===== src/rtl/ovl_pkg.sv =====
package ovl_pkg;

    // Fill level of the per-group store table
    typedef enum logic [1:0] {
        TBL_EMPTY   = 2'd0,
        TBL_FILLING = 2'd1,
        TBL_FULL    = 2'd2
    } tbl_state_e;

endpackage


===== src/rtl/ovl_range_cmp.sv =====
module ovl_range_cmp #(
    parameter int BASE_W = 8,
    parameter int OFS_W  = 64,
    parameter int SIZE_W = 16
) (
    input  logic              e_valid,
    input  logic [BASE_W-1:0] e_base,
    input  logic [OFS_W-1:0]  e_offset,
    input  logic [SIZE_W-1:0] e_size,
    input  logic [BASE_W-1:0] q_base,
    input  logic [OFS_W-1:0]  q_offset,
    input  logic [SIZE_W-1:0] q_size,
    output logic              hit
);
    localparam int EXT_W = OFS_W + 1;

    logic signed [EXT_W-1:0] e_off_x, q_off_x, e_end_x, q_end_x;
    logic same_base, same_off, store_below;

    always_comb begin
        e_off_x = signed'({e_offset[OFS_W-1], e_offset});
        q_off_x = signed'({q_offset[OFS_W-1], q_offset});
        e_end_x = e_off_x + signed'({{(EXT_W-SIZE_W){1'b0}}, e_size});
        q_end_x = q_off_x + signed'({{(EXT_W-SIZE_W){1'b0}}, q_size});
        same_base   = (e_base == q_base);
        same_off    = (e_offset == q_offset);
        store_below = (e_off_x < q_off_x);
        hit = 1'b0;
        if (e_valid && same_base) begin
            if (same_off)
                hit = 1'b1;
            else if (store_below)
                hit = (e_end_x > q_off_x);
            else
                hit = (q_end_x > e_off_x);
        end
    end

endmodule


===== src/rtl/ovl_store_table.sv =====
module ovl_store_table
    import ovl_pkg::*;
#(
    parameter int DEPTH  = 4,
    parameter int BASE_W = 8,
    parameter int OFS_W  = 64,
    parameter int SIZE_W = 16,
    localparam int CNT_W = $clog2(DEPTH + 1)
) (
    input  logic                          clk,
    input  logic                          rst_n,
    input  logic                          clr,
    input  logic                          st_valid,
    input  logic                          st_has_info,
    input  logic [BASE_W-1:0]             st_base,
    input  logic [OFS_W-1:0]              st_offset,
    input  logic [SIZE_W-1:0]             st_size,
    output logic [DEPTH-1:0]              ent_valid,
    output logic [DEPTH-1:0][BASE_W-1:0]  ent_base,
    output logic [DEPTH-1:0][OFS_W-1:0]   ent_offset,
    output logic [DEPTH-1:0][SIZE_W-1:0]  ent_size,
    output logic [CNT_W-1:0]              ent_count
);
    localparam logic [CNT_W-1:0] DEPTH_C = CNT_W'(DEPTH);
    localparam logic [CNT_W-1:0] LAST_C  = CNT_W'(DEPTH - 1);

    tbl_state_e       state_q, state_d, state_eff;
    logic [CNT_W-1:0] cnt_q, cnt_d, cnt_eff;
    logic             rec;

    // Next state: a clear acts first, then a store may be recorded
    always_comb begin
        state_eff = clr ? TBL_EMPTY : state_q;
        cnt_eff   = clr ? '0 : cnt_q;
        rec       = st_valid && st_has_info && (state_eff != TBL_FULL);
        state_d   = state_eff;
        cnt_d     = cnt_eff;
        unique case (state_eff)
            TBL_EMPTY: begin
                if (rec) begin
                    state_d = (DEPTH == 1) ? TBL_FULL : TBL_FILLING;
                    cnt_d   = CNT_W'(1);
                end
            end
            TBL_FILLING: begin
                if (rec) begin
                    cnt_d   = cnt_eff + CNT_W'(1);
                    state_d = (cnt_eff == LAST_C) ? TBL_FULL : TBL_FILLING;
                end
            end
            TBL_FULL: begin
                state_d = TBL_FULL;
            end
            default: begin
                state_d = TBL_EMPTY;
                cnt_d   = '0;
            end
        endcase
    end

    // State register
    always_ff @(posedge clk) begin
        if (!rst_n) begin
            state_q <= TBL_EMPTY;
            cnt_q   <= '0;
        end else begin
            state_q <= state_d;
            cnt_q   <= cnt_d;
        end
    end

    // Entry storage, written at the slot the fill count points to
    for (genvar i = 0; i < DEPTH; i++) begin : g_slot
        always_ff @(posedge clk) begin
            if (!rst_n) begin
                ent_base[i]   <= '0;
                ent_offset[i] <= '0;
                ent_size[i]   <= '0;
            end else if (rec && (cnt_eff == CNT_W'(i))) begin
                ent_base[i]   <= st_base;
                ent_offset[i] <= st_offset;
                ent_size[i]   <= st_size;
            end
        end
    end

    // Outputs
    always_comb begin
        ent_count = cnt_q;
        for (int i = 0; i < DEPTH; i++)
            ent_valid[i] = (CNT_W'(i) < cnt_q);
    end

    a_r1_count_bound: assert property (@(posedge clk) disable iff (!rst_n)
        cnt_q <= DEPTH_C);
    a_r1_full_drops: assert property (@(posedge clk) disable iff (!rst_n)
        (state_q == TBL_FULL && !clr) |=> (state_q == TBL_FULL && cnt_q == DEPTH_C));
    a_r2_no_info_kept: assert property (@(posedge clk) disable iff (!rst_n)
        (st_valid && !st_has_info && !clr) |=> $stable(cnt_q));
    a_r8_clear_empties: assert property (@(posedge clk) disable iff (!rst_n)
        (clr && !st_valid) |=> (cnt_q == '0 && state_q == TBL_EMPTY));
    a_r9_clear_then_store: assert property (@(posedge clk) disable iff (!rst_n)
        (clr && st_valid && st_has_info) |=> (cnt_q == CNT_W'(1)));
    a_r1_empty_state_zero: assert property (@(posedge clk) disable iff (!rst_n)
        (state_q == TBL_EMPTY) |-> (cnt_q == '0));

endmodule


===== src/rtl/grp_mem_overlap.sv =====
module grp_mem_overlap #(
    parameter int DEPTH  = 4,
    parameter int BASE_W = 8,
    parameter int OFS_W  = 64,
    parameter int SIZE_W = 16
) (
    input  logic              clk,
    input  logic              rst_n,
    input  logic              grp_clear,
    input  logic              st_valid,
    input  logic              st_has_info,
    input  logic [BASE_W-1:0] st_base,
    input  logic [OFS_W-1:0]  st_offset,
    input  logic [SIZE_W-1:0] st_size,
    input  logic              ld_valid,
    input  logic              ld_has_info,
    input  logic [BASE_W-1:0] ld_base,
    input  logic [OFS_W-1:0]  ld_offset,
    input  logic [SIZE_W-1:0] ld_size,
    output logic              overlap_hit
);
    localparam int CNT_W = $clog2(DEPTH + 1);

    logic [DEPTH-1:0]             ent_valid;
    logic [DEPTH-1:0][BASE_W-1:0] ent_base;
    logic [DEPTH-1:0][OFS_W-1:0]  ent_offset;
    logic [DEPTH-1:0][SIZE_W-1:0] ent_size;
    logic [CNT_W-1:0]             ent_count;
    logic [DEPTH-1:0]             slot_hit;

    ovl_store_table #(
        .DEPTH(DEPTH), .BASE_W(BASE_W), .OFS_W(OFS_W), .SIZE_W(SIZE_W)
    ) u_table (
        .clk        (clk),
        .rst_n      (rst_n),
        .clr        (grp_clear),
        .st_valid   (st_valid),
        .st_has_info(st_has_info),
        .st_base    (st_base),
        .st_offset  (st_offset),
        .st_size    (st_size),
        .ent_valid  (ent_valid),
        .ent_base   (ent_base),
        .ent_offset (ent_offset),
        .ent_size   (ent_size),
        .ent_count  (ent_count)
    );

    for (genvar i = 0; i < DEPTH; i++) begin : g_cmp
        ovl_range_cmp #(
            .BASE_W(BASE_W), .OFS_W(OFS_W), .SIZE_W(SIZE_W)
        ) u_cmp (
            .e_valid (ent_valid[i]),
            .e_base  (ent_base[i]),
            .e_offset(ent_offset[i]),
            .e_size  (ent_size[i]),
            .q_base  (ld_base),
            .q_offset(ld_offset),
            .q_size  (ld_size),
            .hit     (slot_hit[i])
        );
    end

    always_comb begin
        overlap_hit = ld_valid && ld_has_info && (ent_count != '0) && (|slot_hit);
    end

    a_r7_empty_quiet: assert property (@(posedge clk) disable iff (!rst_n)
        (ent_count == '0) |-> !overlap_hit);
    a_r7_gated_query: assert property (@(posedge clk) disable iff (!rst_n)
        (!ld_valid || !ld_has_info) |-> !overlap_hit);
    a_r8_next_group_quiet: assert property (@(posedge clk) disable iff (!rst_n)
        (grp_clear && !st_valid) |=> !overlap_hit);

endmodule


===== config.mk =====
export PLATFORM = sky130hd
export DESIGN_NAME = grp_mem_overlap
export DESIGN_NICKNAME = d
export VERILOG_FILES = /design/src/rtl/ovl_pkg.sv /design/src/rtl/ovl_range_cmp.sv /design/src/rtl/ovl_store_table.sv /design/src/rtl/grp_mem_overlap.sv
export SDC_FILE = /design/constraint.sdc
export NUM_CORES = 2
export LEC_CHECK = 0
export BUFFER_PORTS_ARGS = -buffer_cell sky130_fd_sc_hd__buf_2
export CAP_MARGIN = 40
export CORE_MARGIN = 2
export CORE_UTILIZATION = 49
export CTS_BUF_LIST = sky130_fd_sc_hd__clkbuf_4 sky130_fd_sc_hd__clkbuf_8
export DETAILED_ROUTE_END_ITERATION = 6
export PLACE_DENSITY = 0.66
export SKIP_CTS_REPAIR_TIMING = 1
export SYNTH_ARGS = -nofsm -noshare
export SYNTH_HDL_FRONTEND = slang
export SYNTH_SLANG_ARGS = --single-unit

===== constraint.sdc =====
create_clock -name clk -period 17.1 [get_ports clk]
set_input_delay 3.42 -clock clk [delete_from_list [all_inputs] [get_ports clk]]
set_output_delay 3.42 -clock clk [all_outputs]
set_load 0.005 [all_outputs]

* Word level (Yosys, flattened, before mapping)
Index checks and enable logic that the tools add are counted.
** Storage, ports and cells
- Bits in registers :: 357
- Output and inout port bits :: 1
** Operators by class
- Add/sub/neg operators :: 6
- $lt $le $gt $ge :: 16
- Equality and inequality tests :: 14
- Muxes and demuxes :: 21
- Reduce and logical (&&, ||, !) cells :: 17
** Operators by type and width (number)
- greater-than comparator 65 x 64 -> 1 bit :: 8
- adder 64 x 17 -> 65 bit :: 5
- equality test 64 bit :: 4
- less-than comparator 64 bit :: 4
- equality test 8 bit :: 4
- logical AND 1 bit :: 13
- two-way mux 1 bit :: 12
- two-way mux 3 bit :: 3
- one-hot mux 3 bit (3 select lines) :: 1
- two-way mux 2 bit :: 4
- equality test 3 x 2 -> 1 bit, second input constant :: 2
- less-than comparator 1 x 3 -> 1 bit, first input constant :: 2
- less-than comparator 2 x 3 -> 1 bit, first input constant :: 2
- one-hot mux 2 bit (3 select lines) :: 1
- OR reduction 4 bit :: 1
- adder 3 x 1 -> 3 bit, second input constant :: 1
- equality test 3 x 1 -> 1 bit, second input constant :: 1
- logical NOT 3 bit :: 1
- nonzero test 3 bit :: 1
- equality test 2 x 1 -> 1 bit, second input constant :: 1
- equality test 2 bit, second input constant :: 1
- logical NOT 2 bit :: 1
- inequality test 2 bit, second input constant :: 1

* Depth between registers and ports, before layout
- Depth in word-level cells :: 7
- Mapped depth :: 25
- Gate-level depth less buffers :: 23

* Modules after synthesis
From an unflattened synthesis, not the netlist that was laid out.
** Unflattened totals
- Cells, all modules :: 5786
- Area, all modules :: 45561.2 um^2
** Modules (own cells, without submodules)
- ovl_range_cmp (g_cmp[0].u_cmp ...) :: instances 3, cells each 1085, area an instance 7877.6 um^2, sequential area each 0.0 um^2
- ovl_store_table :: instances 1, cells each 1426, area an instance 13701.9 um^2, sequential area each 7146.9 um^2
- ovl_range_cmp (g_cmp[1].u_cmp) :: instances 1, cells each 1102, area an instance 8207.9 um^2, sequential area each 0.0 um^2
- grp_mem_overlap :: instances 1, cells each 3, area an instance 18.8 um^2, sequential area each 0.0 um^2

* Least setup slack after synthesis
No wires, ideal clock.
- Kind :: input to output
- From :: input port ld_offset[0]
- To :: output port overlap_hit
- Arrival :: 8.159 ns
- Path slack :: 5.521 ns
- Cell stages on the path :: 22
- Path buffers :: 0
- Cell sequence :: ha_1 -> fa_1 -> a21o_1 -> a21oi_1 -> o21bai_1 -> a21oi_1 -> o21ai_0 -> nand3_1 -> a21oi_1 -> o21ai_1 -> nor2_1 -> xnor2_1 -> ha_1 -> nand3_1 -> or3_1 -> or4_1 -> nor4_1 -> nor3_1 -> o2111a_1 -> or3_1 -> a22oi_1 -> a31oi_1
** On the way
- Word-level cells in the longest chain between the ends :: 7
** Ends and longest elaborated chain
- start, declared :: line grp_mem_overlap.sv:18 : input logic [OFS_W-1:0] ld_offset,
- adder 64 x 17 -> 65 bit :: line ovl_range_cmp.sv:24 : q_end_x = q_off_x + signed'({{(EXT_W-SIZE_W){1'b0}}, q_size});
- greater-than comparator 65 x 64 -> 1 bit :: line ovl_range_cmp.sv:35 : hit = (q_end_x > e_off_x);
- two-way mux 1 bit :: line ovl_range_cmp.sv:32 : else if (store_below)
- two-way mux 1 bit :: line ovl_range_cmp.sv:30 : if (same_off)
- two-way mux 1 bit :: line ovl_range_cmp.sv:29 : if (e_valid && same_base) begin
- OR reduction 4 bit (*) :: line grp_mem_overlap.sv:65 : overlap_hit = ld_valid && ld_has_info && (ent_count != '0) && (|slot_hit);
- logical AND 1 bit (*) :: line grp_mem_overlap.sv:65
- end, declared :: line grp_mem_overlap.sv:20 : output logic overlap_hit
Mark *: on every way between the ends. The rest lies on a longest branch, timed or not.

* Final worst setup path
Same ends and word-level chain as after synthesis.

==> tab_implementation.tex <==
\begin{tabular}{lr}
\hline
Metric & Value \\
\hline
\multicolumn{2}{l}{\textbf{Cells and area}} \\
\quad Final instance count without filler cells & 6387 \\
\quad Final \#Nets & 6335 \\
\quad Footprint of the multi-input gates & 30250 um2 \\
\quad Share of layout cells above drive strength 1 & 7.186\% \\
\quad Final instance area & 42850 um2 \\
\quad FILL cells & 7725 \\
\quad Area used by sequential logic in the layout & 7147 um2 \\
\quad Area delta synth->final & 9.206\% \\
\multicolumn{2}{l}{\textbf{Synthesis}} \\
\quad Biggest area consumer among synthesized cells & ha\_1 \\
\quad Dominant register cell in the synthesized netlist & dfxtp\_1 \\
\quad EDFF count, synth & 0 \\
\quad Synth unique cells & 74 \\
\quad Most common cell in the synthesized netlist & nand2\_1 \\
\quad Sequential area share after synthesis & 18.21\% \\
\quad Mean cell area of the mapped netlist & 7.657 um2 \\
\quad Number of warnings issued by yosys & 0 \\
\quad Synth Net Count & 6174 \\
\quad Top cells by count, synth & nand2\_1, ha\_1, inv\_1 \\
\quad Top cell type's share of synthesized area & 27.49\% \\
\quad Post-Syn Area & 39240 um2 \\
\quad Ranking of synthesized cells by area & ha\_1, dfxtp\_1, nand2\_1 \\
\quad Share of synthesized flip-flops with an asynchronous set or reset & 0\% \\
\quad Flip-flop and latch count after synthesis & 357 \\
\quad Synthesized netlist cell count & 5124 \\
\multicolumn{2}{l}{\textbf{Die}} \\
\quad Die span in x & 287.0 um \\
\quad Ports & 184 \\
\quad Area of the core & 79130 um2 \\
\quad Number of rows created at floorplan & 103 \\
\quad Initial standard-cell utilization of the core & 49.59\% \\
\quad Die Outline Area & 82350 um2 \\
\quad Die Y & 287.0 um \\
\multicolumn{2}{l}{\textbf{Critical path}} \\
\quad Critical Path Most Common Cell & a21oi\_1 \\
\quad Worst path slowest cell & o21ai\_1 \\
\quad Data arrival time of the critical path & 10.33 ns \\
\quad Worst endpoint required time & 13.68 ns \\
\quad Delay-heaviest family, CP & compound AO/OA/AOI/OAI gates \\
\quad Kind of start point of the critical path & input port \\
\quad Number of buffer and inverter stages on the critical path & 2 \\
\quad Delay contributed by the slowest stage of the critical path & 0.72 ns \\
\quad Critical Path Sink Type & output pin \\
\quad Critical path class & input port to output pin \\
\quad Largest fanout on the critical path & 9 \\
\quad Startpoint of the worst register-to-register path & u\_table.state\_q[0] \\
\quad Beginning of the critical path & ld\_offset[0] \\
\multicolumn{2}{l}{\textbf{STA}} \\
\quad Final setup TNS & 0 ns \\
\quad Relative slew slack & 31.19\% \\
\quad Final setup vio count & 0 \\
\quad Portion of the clock cycle consumed by the worst path in the final layout & 80.42\% \\
\quad Peak clock frequency supported by timing & 0.07272 GHz \\
\quad Final Critical Period & 13.75 ns \\
\quad Final hold slack & 0.4724 ns \\
\quad RSZ-0062 raised after global routing & false \\
\quad Worst-Margin Slew & 1.021 ns \\
\quad Layout Skew & 0.05492 ns \\
\quad Pins over their slew limit & 0 \\
\quad Final hold violation count & 0 \\
\multicolumn{2}{l}{\textbf{Drt}} \\
\quad Length of routed met2 wiring & 68190 um \\
\quad Ratio of routed vias to standard cells & 6.090 \\
\quad Number of detailed-routing iterations run before antenna repair & 5 \\
\quad Number of violations reported at the end of detailed-routing iteration 0 & 3425 \\
\quad Routed wire length on met3 & 12120 um \\
\quad DRC Markers & 0 \\
\quad Post-route antenna net violation count & 0 \\
\quad Sum of routed wire length over all layers & 154700 um \\
\quad Via count & 38900 \\
\quad M1 WL & 63720 um \\
\quad Top layer used by detailed routing & met5 \\
\quad WL/cell & 24.22 um \\
\multicolumn{2}{l}{\textbf{Placed design}} \\
\quad Placed Instances & 6266 \\
\quad Number of I/O port buffers & 183 \\
\quad Placed standard-cell area & 41430 um2 \\
\quad GPL Wtd Cong & 1.045 \\
\quad Post-detailed-placement half-perimeter wirelength & 123500 um \\
\multicolumn{2}{l}{\textbf{CTS}} \\
\quad Clock tree root buffer cell & clkbuf\_8 \\
\quad Clk sinks & 357 \\
\quad CTS H-tree depth & 3 \\
\quad Clk Latency, worst-skew pair & 0.73 ns \\
\quad CTS Buf Count & 66 \\
\quad Clock tree from TritonCTS & yes \\
\quad Maximum clock path buffer count & 3 \\
\quad Clock-pin slew on the worst setup and hold paths & 0.06 ns \\
\multicolumn{2}{l}{\textbf{Global route}} \\
\quad Aggregate global-route resource usage & 36.80\% \\
\quad Pin count of the biggest net entering global routing & 151 \\
\quad Antenna violations before repair & 7 \\
\quad Global-route wire length before repair & 229100 um \\
\quad Congestion Overflow GR & 0 \\
\quad Via count of the first global-routing pass & 36580 \\
\multicolumn{2}{l}{\textbf{Pwr}} \\
\quad Total leakage power & 18.15 nW \\
\quad Worst IR drop on VDD & 68.26 uV \\
\quad P per Cell Area & 52.95 nW/um2 \\
\quad Overall power after layout & 2.269 mW \\
\multicolumn{2}{l}{\textbf{Run}} \\
\quad Max Cap Violations & 0 \\
\multicolumn{2}{l}{\textbf{Run status}} \\
\quad Outcome & finished clean \\
\multicolumn{2}{l}{\textbf{Hold path}} \\
\quad Hold path startpoint & u\_table.ent\_size[41] \\
\quad Type of the most critical hold path & flop to flop \\
\hline
\end{tabular}
report_power, final:
group          internal [mW]  total, mW  switching [mW]
logic                  0.187      0.504           0.317
registers              0.844      0.866          0.0218
clock network          0.492      0.899           0.407
total                   1.52       2.27           0.745
layout make-up:
class | instances | area share, %
clock buffer | 102 | 2.970
sequential | 357 | 16.68
tap | 1050 | 3.066
clock inverter | 11 | 0.2803
timing repair buffer | 228 | 3.028
inverter | 382 | 3.346
antenna | 7 | 0.04088
multi-input combinational | 4250 | 70.59
path summary, 6_finish.rpt:
check	to	slack (ns)	cells after the start
hold / removal	u_table.ent_size[41]	0.47	2
setup / recovery	overlap_hit	3.35	25
setup reg to reg	u_table.ent_offset[91]	14.12	8
hold reg to reg	u_table.ent_size[41]	0.47	2
cell usage in the layout, fill, tap and decap left out, types with 96 or more instances in the layout:
master    count
o21ai_0     142
buf_2       185
ha_1        862
a21o_1       96
dfxtp_1     357
a21boi_0    357
nand3_1     180
xnor2_1     304
a21oi_1     368
nand2_1    1009
inv_1       382
nor2_1      160
nand4_1     189
stage by stage:
step | utilization, % | setup WS, ns
final | 54.15 | 3.349
after global routing | 54.14 | 3.053
after CTS | 54.12 | 3.494
after detailed placement | 52.36 | 3.571
after global placement | 52.20 | 3.591
after floorplan | - | 5.521
worst min-delay path, cell delays in order, from the launching register on:
cell and delay [ns]:
dfxtp_1 0.31, nand2_1 0.05, a21boi_0 0.06
cells by family after synthesis:
family | synth area share (%)
flops | 18.21
buf+inv | 4.965
fa+ha+maj | 27.74
mux | 0.07972
simple gates | 21.99
xor+xnor | 7.564
compound gates | 19.45
layer usage:
metal,vias up,GRT usage [%]
li1,18590,-
met1,18210,47.10
met2,1662,58.66
met3,437,5.135
met4,4,22.21
met5,-,0
flip-flops by register name, indices dropped and copies added (netlist names):
register            count
u_table.ent_offset    256
u_table.ent_size       64
u_table.ent_base       32
u_table.ent_count       3
u_table.state_q         2
(Power assumes the default switching activity.)
